[config.mk]
export PLATFORM = sky130hd
export DESIGN_NAME = drv_imp_cal
export DESIGN_NICKNAME = d
export VERILOG_FILES = /design/src/rtl/drv_cal_pkg.sv /design/src/rtl/cal_mode_ctl.sv /design/src/rtl/burst_capture.sv /design/src/rtl/step_cnt.sv /design/src/rtl/drv_imp_cal.sv
export SDC_FILE = /design/constraint.sdc
export NUM_CORES = 1
export LEC_CHECK = 0
export BUFFER_PORTS_ARGS = -buffer_cell sky130_fd_sc_hd__clkbuf_2
export CORE_MARGIN = 2
export CORE_UTILIZATION = 58
export CTS_CLUSTER_DIAMETER = 150
export DETAILED_ROUTE_END_ITERATION = 10
export HOLD_SLACK_MARGIN = 0.06
export PLACE_DENSITY_LB_ADDON = 0.05
export SYNTH_ARGS = -nofsm -noshare
export SYNTH_HDL_FRONTEND = slang
export SYNTH_SLANG_ARGS = --single-unit
[constraint.sdc]
create_clock -name clk -period 3.15 [get_ports clk]
set_clock_uncertainty 0.05 [all_clocks]
set_input_delay 0.945 -clock clk [delete_from_list [all_inputs] [get_ports clk]]
set_output_delay 0.945 -clock clk [all_outputs]
set_load 0.005 [all_outputs]
[src/rtl/drv_cal_pkg.sv]
package drv_cal_pkg;

    localparam int BURST_LEN = 4;

    typedef enum logic [2:0] {
        CM_EXIT = 3'b000,
        CM_HIGH = 3'b001,
        CM_LOW  = 3'b010,
        CM_ADJ  = 3'b100,
        CM_DEF  = 3'b111
    } cal_mode_e;

    typedef enum logic [1:0] {
        ST_HOLD = 2'd0,
        ST_UP   = 2'd1,
        ST_DN   = 2'd2
    } step_cmd_e;

    typedef struct packed {
        step_cmd_e pu;
        step_cmd_e pd;
    } step_req_t;

    typedef struct packed {
        logic force_en;
        logic lvl_dq;
        logic lvl_dqsn;
    } drive_t;

    function automatic logic op_known(input logic [2:0] op);
        return (op == CM_EXIT) || (op == CM_HIGH) || (op == CM_LOW) ||
               (op == CM_ADJ)  || (op == CM_DEF);
    endfunction

    function automatic step_cmd_e leg_cmd(input logic up, input logic dn);
        if (up && !dn) return ST_UP;
        if (dn && !up) return ST_DN;
        return ST_HOLD;
    endfunction

    // code[3] is the first beat (DT0), code[0] the last (DT3)
    function automatic step_req_t burst_to_req(input logic [BURST_LEN-1:0] code);
        step_req_t r;
        logic      bad;
        bad  = (code[0] & code[1]) | (code[2] & code[3]);
        r.pu = bad ? ST_HOLD : leg_cmd(code[0], code[1]);
        r.pd = bad ? ST_HOLD : leg_cmd(code[2], code[3]);
        return r;
    endfunction

    function automatic drive_t mode_drive(input cal_mode_e m);
        drive_t d;
        d.force_en = (m == CM_HIGH) || (m == CM_LOW);
        d.lvl_dq   = (m == CM_HIGH);
        d.lvl_dqsn = (m == CM_LOW);
        return d;
    endfunction

endpackage

[src/rtl/cal_mode_ctl.sv]
module cal_mode_ctl
    import drv_cal_pkg::*;
(
    input  logic      clk,
    input  logic      rst,
    input  logic      mrs_wr,
    input  logic [2:0] mrs_op,
    output cal_mode_e mode_o,
    output logic      rsvd_o,
    output logic      adj_start_o,
    output logic      def_load_o
);
    cal_mode_e mode_q;
    logic      rsvd_q;
    logic      known;

    assign known = op_known(mrs_op);

    always_ff @(posedge clk) begin
        if (rst) begin
            mode_q <= CM_EXIT;
            rsvd_q <= 1'b0;
        end else begin
            if (mrs_wr && known) begin
                mode_q <= cal_mode_e'(mrs_op);
            end
            rsvd_q <= mrs_wr && !known;
        end
    end

    assign mode_o      = mode_q;
    assign rsvd_o      = rsvd_q;
    assign adj_start_o = mrs_wr && (mrs_op == CM_ADJ);
    assign def_load_o  = mrs_wr && (mrs_op == CM_DEF);
endmodule

[src/rtl/burst_capture.sv]
module burst_capture
    import drv_cal_pkg::*;
#(
    parameter int LEN = BURST_LEN
) (
    input  logic           clk,
    input  logic           rst,
    input  logic           adj_mode,
    input  logic           adj_start,
    input  logic           block,
    input  logic           beat_vld,
    input  logic           beat_dt,
    output logic [LEN-1:0] code_o,
    output logic           upd_o
);
    localparam int CW = (LEN > 1) ? $clog2(LEN) : 1;
    localparam logic [CW-1:0] LAST = CW'(LEN - 1);

    logic [CW-1:0]  beat_q;
    logic [LEN-1:0] shift_q;
    logic [LEN-1:0] shift_nx;
    logic [LEN-1:0] code_q;
    logic           upd_q;
    logic           accept;

    assign accept   = adj_mode && beat_vld && !block;
    assign shift_nx = {shift_q[LEN-2:0], beat_dt};

    always_ff @(posedge clk) begin
        if (rst) begin
            beat_q  <= '0;
            shift_q <= '0;
            code_q  <= '0;
            upd_q   <= 1'b0;
        end else begin
            upd_q <= 1'b0;
            if (adj_start) begin
                beat_q <= '0;
            end else if (accept) begin
                shift_q <= shift_nx;
                beat_q  <= (beat_q == LAST) ? '0 : beat_q + CW'(1);
                if (beat_q == LAST) begin
                    code_q <= shift_nx;
                    upd_q  <= 1'b1;
                end
            end
        end
    end

    assign code_o = code_q;
    assign upd_o  = upd_q;
endmodule

[src/rtl/step_cnt.sv]
module step_cnt
    import drv_cal_pkg::*;
#(
    parameter int W   = 3,
    parameter int DEF = 4
) (
    input  logic         clk,
    input  logic         rst,
    input  logic         load,
    input  logic         cmd_vld,
    input  step_cmd_e    cmd,
    output logic [W-1:0] step_o
);
    localparam logic [W-1:0] MAXV = {W{1'b1}};
    localparam logic [W-1:0] DEFV = W'(DEF);

    logic [W-1:0] step_q;

    always_ff @(posedge clk) begin
        if (rst || load) begin
            step_q <= DEFV;
        end else if (cmd_vld) begin
            case (cmd)
                ST_UP:   if (step_q != MAXV) step_q <= step_q + W'(1);
                ST_DN:   if (step_q != '0)   step_q <= step_q - W'(1);
                default: step_q <= step_q;
            endcase
        end
    end

    assign step_o = step_q;
endmodule

[src/rtl/drv_imp_cal.sv]
module drv_imp_cal
    import drv_cal_pkg::*;
#(
    parameter int STEP_W   = 3,
    parameter int DEF_STEP = 4
) (
    input  logic              clk,
    input  logic              rst,
    input  logic              mrs_wr,
    input  logic [2:0]        mrs_op,
    input  logic              beat_vld,
    input  logic              beat_dt,
    output logic [STEP_W-1:0] pu_step,
    output logic [STEP_W-1:0] pd_step,
    output logic              drv_force,
    output logic              drv_lvl_dq,
    output logic              drv_lvl_dqsn,
    output logic              rsvd_op
);
    localparam int NLEG = 2;

    cal_mode_e            mode;
    logic                 adj_start;
    logic                 def_load;
    logic [BURST_LEN-1:0] code;
    logic                 upd_vld;
    step_req_t            req;
    drive_t               drv;
    step_cmd_e            leg_cmd_a [NLEG];
    logic [STEP_W-1:0]    leg_step  [NLEG];

    cal_mode_ctl u_mode (
        .clk         (clk),
        .rst         (rst),
        .mrs_wr      (mrs_wr),
        .mrs_op      (mrs_op),
        .mode_o      (mode),
        .rsvd_o      (rsvd_op),
        .adj_start_o (adj_start),
        .def_load_o  (def_load)
    );

    burst_capture #(.LEN(BURST_LEN)) u_cap (
        .clk       (clk),
        .rst       (rst),
        .adj_mode  (mode == CM_ADJ),
        .adj_start (adj_start),
        .block     (mrs_wr),
        .beat_vld  (beat_vld),
        .beat_dt   (beat_dt),
        .code_o    (code),
        .upd_o     (upd_vld)
    );

    assign req          = burst_to_req(code);
    assign leg_cmd_a[0] = req.pu;
    assign leg_cmd_a[1] = req.pd;

    for (genvar g = 0; g < NLEG; g++) begin : g_leg
        step_cnt #(.W(STEP_W), .DEF(DEF_STEP)) u_cnt (
            .clk     (clk),
            .rst     (rst),
            .load    (def_load),
            .cmd_vld (upd_vld),
            .cmd     (leg_cmd_a[g]),
            .step_o  (leg_step[g])
        );
    end

    assign pu_step = leg_step[0];
    assign pd_step = leg_step[1];

    assign drv          = mode_drive(mode);
    assign drv_force    = drv.force_en;
    assign drv_lvl_dq   = drv.lvl_dq;
    assign drv_lvl_dqsn = drv.lvl_dqsn;
endmodule

==> summary.md, run 1 <==
| Metric | Value |
|---|---|
| Die W | 47.8 microns |
| Initial antenna violation count | 0 |
| Core box area | 1760 sq um |
| Peak supply drop | 0.211 mV |
| DRT Wirelength | 2020 microns |
| Critical path class | register to output port |
| Placed cells | 164 |
| Psw | 102 uW |
| Status | completed |
| Final Max Slew Viols | 0 |
| Die Y | 47.8 microns |
| Pleak | 0.560 nW |
| Largest net degree at the start of global routing | 14 |
| Routed len/inst | 12.1 microns |
| Cts hold-fix bufs | 0 |
| Critical Path End Type | output port |
| Crit share post-route | 0.745 |
| # IOs | 18 |
| Post-CTS setup buffers | 0 |
| Setup ws final | 0.804 ns |
| Seq pwr share | 0.623 |
| Drt drc | 0 |
| P&R area growth vs syn | 11.1% |
| Final Util | 0.702 |
| Max_slew headroom | 0.746 |
| Overall routing resource usage | 0.194 |
| Final hold vios | 0 |
| Seq. cell area | 400 sq um |
| Arr. time, crit path | 1.35 ns |
| Clock Path Buffers | 2 |
| Final TNS setup | 0 ns |
| Pwr/cell area | 339 nW/um^2 |
| DR vias | 928 |
| Clk root buf | clkbuf_4 |
| Maxcap violations | 0 |
| Post-Synthesis Cells | 126 |
| Post-Layout Cell Count | 167 |
| Synth Warn # | 0 |
| Synth Register Bits | 20 |
| Final nets | 161 |
| Post-Syn Nets | 143 |
| CTS tree | built |
| H-Tree Depth | 1 |
| Reg clk slew, reported paths | 0.11 ns |
| Logic gate share of total power | 0.091 |
| Number of filler cells placed in the layout | 151 |
| First drt pass iteration count | 4 |
| TritonCTS Buffers | 3 |
| Register-to-register path setup slack | 0.99 ns |
| Number of global-route vias before repair | 778 |
| Finish-stage setup viols | 0 |
| Distinct cell type count after synthesis | 25 |
| GRT overflow | 0 |
| Unrepaired setup endpoints after global routing | false |
| Worst setup SP type | register |
| Global-route wire length before repair | 3120 microns |
| Synth Cell Area | 1110 sq um |
| Pint | 317 uW |
| # diodes | 0 |
| Layout cell share with drive strength beyond 1 | 0.176 |
| Worst skew pair latency | 0.29 ns |
| Iteration-0 DRC Markers | 13 |
| Cts repair resizes | 0 |
| Max Clock Freq | 0.426 GHz |
| Final ANT Viol Nets | 0 |
| Sw frac | 0.243 |
| Setup WS pre-CTS | 0.911 ns |
| Clock period minus worst slack | 2.35 ns |
| Hold crit path type | register to register |
| Clock power share | 0.286 |
| Buffers added on ports | 17 |
| Avg Vias per Cell | 5.56 |
| Sequential element share of the synthesized area | 0.359 |
| GPL Wtd Cong | 0.869 |
| Initial Utilization | 0.632 |
| CP required | 2.15 ns |
| Power Total | 419 uW |
| Highest net fanout along the worst path | 10 |
| Slew @ Worst Pin | 0.379 ns |
| Multi-input gate area | 677 sq um |
| Die area | 2290 sq um |
| Post-Syn Area per Cell | 8.85 sq um |
| Detail Placement HPWL | 1540 microns |
| Clock sink total | 20 |
| Placement Rows | 15 |
## per-layer routing
layer  share of wire  GRT usage
met3           0.036     0.0453
met2            0.54      0.384
met5               0          0
met4               0     0.0486
met1            0.42      0.200
## power by group through the flow
| stage | Combinational, mW | Sequential [mW] | Clock [mW] |
|---|---|---|---|
| global placement | 0.0366 | 0.267 | 0 |
| global route | 0.0425 | 0.262 | 0.133 |
| finish | 0.0380 | 0.261 | 0.120 |
| CTS | 0.0381 | 0.261 | 0.126 |
| detailed placement | 0.0374 | 0.267 | 0 |
| floorplan | 0.0261 | 0.265 | 0 |
## final timing paths
path | from | to | depth (start not counted)
worst min-delay path | u_cap.beat_q[1] | u_cap.beat_q[1] | 2
worst max-delay path | u_mode.mode_o[2] | drv_force | 3
worst max register to register | u_cap.code_o[1] | g_leg[1].u_cnt.step_o[2] | 10
worst min register to register | u_cap.beat_q[1] | u_cap.beat_q[1] | 2
## worst max-delay path: stages, from the launching register on
cell      delay (ns)
dfxtp_1         0.54
nor3b_1         0.11
or2_2           0.30
clkbuf_2        0.11
## cells in the mapped netlist
cell	count	area share
nand3_1	6	0.027
nor2_1	12	0.040
or4b_1	2	0.018
nand4b_2	2	0.027
nor3_1	4	0.018
a211oi_1	1	0.0067
xor2_1	7	0.055
o32a_1	1	0.0090
inv_1	6	0.020
or2_2	2	0.011
or3_1	1	0.0056
nand2_1	11	0.037
o21ai_0	3	0.013
mux2i_1	6	0.054
nor4b_4	1	0.021
clkbuf_1	4	0.013
and3b_1	4	0.031
dfxtp_1	20	0.36
a21oi_1	13	0.058
or3b_1	2	0.016
nand2b_1	3	0.017
nor3b_1	3	0.020
ha_1	9	0.10
nand4_1	2	0.011
a41o_1	1	0.0090
## logic make-up after synthesis
| logic type | Yosys count | synth area share |
|---|---|---|
| flops | 20 | 0.359 |
| mux | 6 | 0.0539 |
| buf+inv | 10 | 0.0337 |
| xor+xnor | 7 | 0.0550 |
| simple gates | 55 | 0.301 |
| compound gates | 19 | 0.0965 |
| fa+ha+maj | 9 | 0.101 |
## state kept, by name, summed over array words and instances (netlist names)
| name | count |
|---|---|
| u_cap.upd_o | 1 |
| u_mode.rsvd_o | 1 |
| g_leg.u_cnt.step_o | 6 |
| u_mode.mode_o | 3 |
| u_cap.shift_q | 3 |
| u_cap.code_o | 4 |
| u_cap.beat_q | 2 |
## placed cells by master (no fill, tap or decap), drive strengths merged
cell    instances
or2             2
and3b           4
dfxtp          20
nand3           6
o21ai           3
a21oi          13
nor2           12
clkbuf         20
nor4b           1
nand4           2
nand2          11
nand4b          2
mux2i           6
o32a            1
nor3            4
inv             6
nor3b           3
a41o            1
or3b            2
nand2b          3
a211oi          1
or3             1
ha              9
xor2            7
or4b            2
## through the flow
stage | hold WS, ns | area, sq um
5_1_grt | 0.436 | 1240
6_report | 0.426 | 1240
4_1_cts | 0.428 | 1240
3_5_place_dp | 0.412 | 1220
2_1_floorplan | 0.386 | 1110
3_3_place_gp | 0.403 | 1220
## final cells by class
cell class / instances / share of cell area
well taps: 25 / 0.0253
multi-input cells: 96 / 0.546
clock buffers: 3 / 0.0182
inverters: 6 / 0.0182
flip-flops and latches: 20 / 0.323
repair buffers: 17 / 0.0687
No activity file was read; power rests on OpenSTA's default activity.
==> run 2, diff against run 1 <==
--- a/config.mk
+++ b/config.mk
@@ -7,7 +7,7 @@
 export LEC_CHECK = 0
 export BUFFER_PORTS_ARGS = -buffer_cell sky130_fd_sc_hd__clkbuf_2
 export CORE_MARGIN = 2
-export CORE_UTILIZATION = 58
+export CORE_UTILIZATION = 49
 export CTS_CLUSTER_DIAMETER = 150
 export DETAILED_ROUTE_END_ITERATION = 10
 export HOLD_SLACK_MARGIN = 0.06
==> constraint.sdc (replaced) <==
create_clock -name clk -period 2.1 [get_ports clk]
set_clock_uncertainty 0.05 [all_clocks]
set_input_delay 0.63 -clock clk [delete_from_list [all_inputs] [get_ports clk]]
set_output_delay 0.63 -clock clk [all_outputs]
set_load 0.005 [all_outputs]
==> run 2 against run 1 <==
The flow now finishes with violations (negative setup slack). Worst setup slack got worse by 0.82 ns. Combinational power up 58%. Utilization shrank 3.9 points. First-iteration DRC count unchanged. Clock power rose to 2.7 times the previous value. Largest power group unchanged. Highest routed layer is now met4.
==> summary.md, run 2 (same netlist as run 1, synthesis figures left out) <==
| Metric | Value |
|---|---|
| Status | finished with violations |
| Failing checks | negative setup slack |
| Initial Utilization | 0.509 |
| Clock period minus worst slack | 2.12 ns |
| Peak supply drop | 0.393 mV |
| First drt pass iteration count | 4 |
| # IOs | 18 |
| Finish-stage setup viols | 1 |
| Clk root buf | clkbuf_4 |
| Final nets | 171 |
| Largest stage delay on the critical path | 0.37 ns |
| Largest net degree at the start of global routing | 14 |
| Avg Vias per Cell | 5.46 |
| P&R area growth vs syn | 30.3% |
| Global-route wire length before repair | 3860 microns |
| Initial antenna violation count | 0 |
| Die W | 51.7 microns |
| Slew @ Worst Pin | 0.302 ns |
| Final ANT Viol Nets | 0 |
| CP required | 2.25 ns |
| Pint | 604 uW |
| Cts hold-fix bufs | 0 |
| Max_slew headroom | 0.798 |
| Die Y | 51.7 microns |
| Clock sink total | 20 |
| Most common cell after layout, fill and taps aside | clkbuf_2 |
| DP Area | 1260 sq um |
| Final hold vios | 0 |
| Post-Layout Cell Count | 181 |
| Crit share post-route | 1.01 |
| Power Total | 770 uW |
| Reg clk slew, reported paths | 0.12 ns |
| Layout cell share with drive strength beyond 1 | 0.373 |
| Clock power share | 0.413 |
| Detail Placement HPWL | 1640 microns |
| Logic gate share of total power | 0.078 |
| Clock Path Buffers | 2 |
| Arr. time, crit path | 2.27 ns |
| Max reg flops | 6 |
| Buffers added on ports | 17 |
| Overall routing resource usage | 0.193 |
| # diodes | 0 |
| DRT Wirelength | 2350 microns |
| GRT overflow | 0 |
| Cell family with most CP delay | simple AND/OR/NAND/NOR gates |
| Pwr/cell area | 530 nW/um^2 |
| Number of global-route vias before repair | 911 |
| Most frequent cells in the layout | clkbuf_2, dfxtp_1, nor2_1 |
| Drt drc | 0 |
| CTS tree | built |
| Die area | 2670 sq um |
| Worst skew pair latency | 0.30 ns |
| Critical Path End Type | register |
| TritonCTS Buffers | 3 |
| Maxcap violations | 0 |
| Pleak | 0.641 nW |
| Core box area | 2190 sq um |
| Unrepaired setup endpoints after global routing | true |
| Psw | 166 uW |
| Highest net fanout along the worst path | 4 |
| GPL Wtd Cong | 0.773 |
| Worst setup SP type | register |
| CP bufs+invs | 1 |
| H-Tree Depth | 1 |
| Routed len/inst | 13.0 microns |
| Setup ws final | -0.0206 ns |
| Max Clock Freq | 0.472 GHz |
| CP Cell Sequence | nand2_2, and3b_2, inv_4, ha_4, xor2_1, ha_2, a21oi_4, xor2_2, o21ai_1, or3b_1 |
| Critical path class | register to register |
| Sw frac | 0.215 |
| Placed cells | 172 |
| Final instance area | 1450 sq um |
| Placement Rows | 17 |
| WHS | 0.415 ns |
| CP max stage cell | dfxtp_2 |
| Final Max Slew Viols | 0 |
| DR vias | 988 |
| Final TNS setup | -0.0206 ns |
| Seq pwr share | 0.509 |
| Iteration-0 DRC Markers | 13 |
| Hold crit path type | register to register |
## run 2: cell count changes in the layout (fill, tap and decap cells not counted), moves of 3 or more
cell / previous run / this run
ha_1: 9 / 4
dfxtp_2: 0 / 5
buf_4: 0 / 10
dfxtp_1: 20 / 15
ha_4: 0 / 3
## run 2: layout make-up
| cell class | count | area (sq um) |
|---|---|---|
| well taps | 28 | 35.0 |
| clock buffers | 3 | 22.5 |
| inverters | 6 | 25.0 |
| fillers | 181 | 738 |
| flip-flops and latches | 20 | 407 |
| repair buffers | 27 | 160 |
| clock inverters | 1 | 30.0 |
| multi-input cells | 96 | 773 |
## run 2: power groups by stage
stage / Sequential (mW) / Combinational (mW) / Clock [mW]
finish: 0.392 / 0.0602 / 0.318
global route: 0.393 / 0.0675 / 0.339
CTS: 0.392 / 0.0604 / 0.329
detailed placement: 0.401 / 0.0599 / 0
global placement: 0.400 / 0.0584 / 0
floorplan: 0.397 / 0.0392 / 0
## run 2: routing by layer
metal  track usage  vias up  wire length, microns
li1              -      494                     -
met1         0.227      479                  1110
met4        0.0921        0                    17
met5             0        -                     0
met3        0.0259        2                    51
met2         0.342       13                  1170
## run 2: worst paths after layout
check / endpoint / depth (start not counted) / start / slack, ns
setup / recovery: g_leg[1].u_cnt.step_o[2] / 10 / u_cap.code_o[1] / -0.02
hold / removal: u_cap.shift_q[2] / 2 / u_cap.shift_q[2] / 0.42
setup reg to reg: g_leg[1].u_cnt.step_o[2] / 10 / u_cap.code_o[1] / -0.02
hold reg to reg: u_cap.shift_q[2] / 2 / u_cap.shift_q[2] / 0.42
## run 2: timing repair
item / in CTS / in global routing
endpoints found under the setup margin: 2 / 5
pin swaps: 3 / 7
buffers inserted: 3 / 2
gates resized for setup: 8 / 21
## run 2: worst reg2reg max path, cell delays in order (launching register included)
cell     delay [ns]
dfxtp_2        0.37
nand2_2        0.05
and3b_2        0.22
inv_4          0.08
ha_4           0.14
xor2_1         0.17
ha_2           0.22
a21oi_4        0.04
xor2_2         0.16
o21ai_1        0.13
or3b_1         0.37
## run 2: stage by stage
| step | worst slack [ns] | utilization |
|---|---|---|
| global placement | 0.00859 | 0.574 |
| finish | -0.0206 | 0.663 |
| CTS | -0.00417 | 0.616 |
| floorplan | 0.0907 | - |
| detailed placement | -0.0634 | 0.574 |
| global route | -0.113 | 0.663 |
==> run 3, diff against run 2 <==
--- a/config.mk
+++ b/config.mk
@@ -7,7 +7,7 @@
 export LEC_CHECK = 0
 export BUFFER_PORTS_ARGS = -buffer_cell sky130_fd_sc_hd__clkbuf_2
 export CORE_MARGIN = 2
-export CORE_UTILIZATION = 49
+export CORE_UTILIZATION = 45
 export CTS_CLUSTER_DIAMETER = 150
 export DETAILED_ROUTE_END_ITERATION = 10
 export HOLD_SLACK_MARGIN = 0.06
==> run 3 against run 2 <==
The flow now finishes without violations. Sequential power hardly changed. Sequential share of layout area is 0.27 points higher. Register-to-register slack better by 0.07 ns. Highest routed layer unchanged. Clock power is 2% lower. Combinational power is 4.5% lower. Critical endpoint is now g_leg[0].u_cnt.step_o[2].
==> summary.md, run 3 (same netlist as run 1, synthesis figures left out) <==
| Metric | Value |
|---|---|
| Worst setup SP type | register |
| Pleak | 0.632 nW |
| Worst path most repeated cell | buf_6 |
| Hold crit path type | register to register |
| Detail Placement HPWL | 1520 microns |
| CP Cell Sequence | buf_6, and3b_2, buf_6, ha_4, or4b_4, nand4b_4, nor3_1, or3b_1 |
| Arr. time, crit path | 2.20 ns |
| Highest net fanout along the worst path | 3 |
| Worst R2R Start | u_cap.code_o[1] |
| Largest net degree at the start of global routing | 14 |
| Iteration-0 DRC Markers | 11 |
| Buffers added on ports | 17 |
| # diodes | 0 |
| Psw | 160 uW |
| Status | completed |
| Reg clk slew, reported paths | 0.11 ns |
| Final nets | 170 |
| Max_slew headroom | 0.749 |
| Sw frac | 0.210 |
| CP max stage cell | or4b_4 |
| Placed cells | 175 |
| Pint | 603 uW |
| Final instance area | 1440 sq um |
| Routed len/inst | 11.1 microns |
| Die Y | 53.8 microns |
| Initial Utilization | 0.463 |
| Initial antenna violation count | 0 |
| Die W | 53.8 microns |
| Overall routing resource usage | 0.153 |
| Drt drc | 0 |
| Worst hold start | u_cap.beat_q[1] |
| Register-to-register path setup slack | 0.04 ns |
| Die area | 2890 sq um |
| Clock Path Buffers | 2 |
| Largest stage delay on the critical path | 0.47 ns |
| Max Clock Freq | 0.487 GHz |
| TritonCTS Buffers | 3 |
| GPL Wtd Cong | 0.756 |
| Peak supply drop | 0.455 mV |
| Most common cell after layout, fill and taps aside | clkbuf_2 |
| CP required | 2.25 ns |
| H-Tree Depth | 1 |
| DR vias | 956 |
| Cts hold-fix bufs | 0 |
| Slew @ Worst Pin | 0.375 ns |
| Worst skew pair latency | 0.30 ns |
| Core box area | 2410 sq um |
| DRT Wirelength | 2010 microns |
| Global-route wire length before repair | 3190 microns |
| First drt pass iteration count | 4 |
| Logic gate share of total power | 0.075 |
| CP Launch Point | u_cap.code_o[1] |
| Clk root buf | clkbuf_4 |
| DP Area | 1270 sq um |
| Avg Vias per Cell | 5.25 |
| GRT overflow | 0 |
| Clock power share | 0.411 |
| Critical Path End Type | register |
| WHS | 0.419 ns |
| Critical path class | register to register |
| Crit share post-route | 0.979 |
| CTS tree | built |
| Clock period minus worst slack | 2.06 ns |
| # IOs | 18 |
| Unrepaired setup endpoints after global routing | true |
| Seq pwr share | 0.514 |
| Pwr/cell area | 530 nW/um^2 |
| Number of global-route vias before repair | 792 |
| Max reg flops | 6 |
| Final ANT Viol Nets | 0 |
| P&R area growth vs syn | 29.1% |
| Post-Layout Cell Count | 182 |
| Maxcap violations | 0 |
| Final Max Slew Viols | 0 |
| Finish-stage setup viols | 0 |
| Placement Rows | 18 |
| Layout cell share with drive strength beyond 1 | 0.368 |
| Final hold vios | 0 |
| Clock sink total | 20 |
| Most frequent cells in the layout | clkbuf_2, dfxtp_1, nor2_1 |
==> run 3: power groups by stage <==
| stage | Sequential, mW | Combinational (mW) | Clock, mW |
|---|---|---|---|
| 2_1_floorplan | 0.397 | 0.0392 | 0 |
| 3_3_place_gp | 0.400 | 0.0562 | 0 |
| 3_5_place_dp | 0.401 | 0.0573 | 0 |
| 4_1_cts | 0.392 | 0.0580 | 0.326 |
| 5_1_grt | 0.393 | 0.0645 | 0.343 |
| 6_report | 0.392 | 0.0575 | 0.313 |
==> run 3: stage by stage <==
step                TNS, ns  power [mW]   util  worst slack (ns)
finish                    0       0.763  0.597            0.0449
global route        -0.0326       0.801  0.597           -0.0284
CTS                       0       0.775  0.558           0.00296
detailed placement  -0.0772       0.458  0.526           -0.0772
global placement    -0.0211       0.457  0.526           -0.0211
floorplan                 0       0.436      -            0.0907
==> run 3: final timing paths <==
path                                            endpoint  depth (start not counted)
worst min register to register           u_cap.beat_q[1]                          2
worst max-delay path            g_leg[0].u_cnt.step_o[2]                          8
worst min-delay path                     u_cap.beat_q[1]                          2
worst max register to register  g_leg[0].u_cnt.step_o[2]                          8
==> run 3: timing repair <==
action	4_1_cts	5_1_grt
endpoints found under the setup margin	2	3
resized for setup	4	25
pin swaps	2	4
cloned	0	0
buffers inserted	2	1
==> run 3: worst max-delay path, delay by kind of cell, from the launching register on <==
kind | cells | cell delay, ns
DFF | 1 | 0.37
and+or+nand+nor | 5 | 1.21
buffers and inverters | 2 | 0.21
adders and majority gates | 1 | 0.12
==> run 3: metal layers <==
layer  global-route usage  share of wire
met1                0.184           0.48
met4               0.0513         0.0065
met3               0.0417          0.032
met5                    0              0
met2                0.260           0.48
==> run 3: cell type report <==
| type | instances | area, sq um |
|---|---|---|
| clock buffer | 3 | 22.5 |
| clock inverter | 1 | 30.0 |
| fill | 221 | 971 |
| inverter | 6 | 22.5 |
| multi-input combinational | 96 | 756 |
| sequential | 20 | 407 |
| tap | 30 | 37.5 |
| timing repair buffer | 26 | 164 |
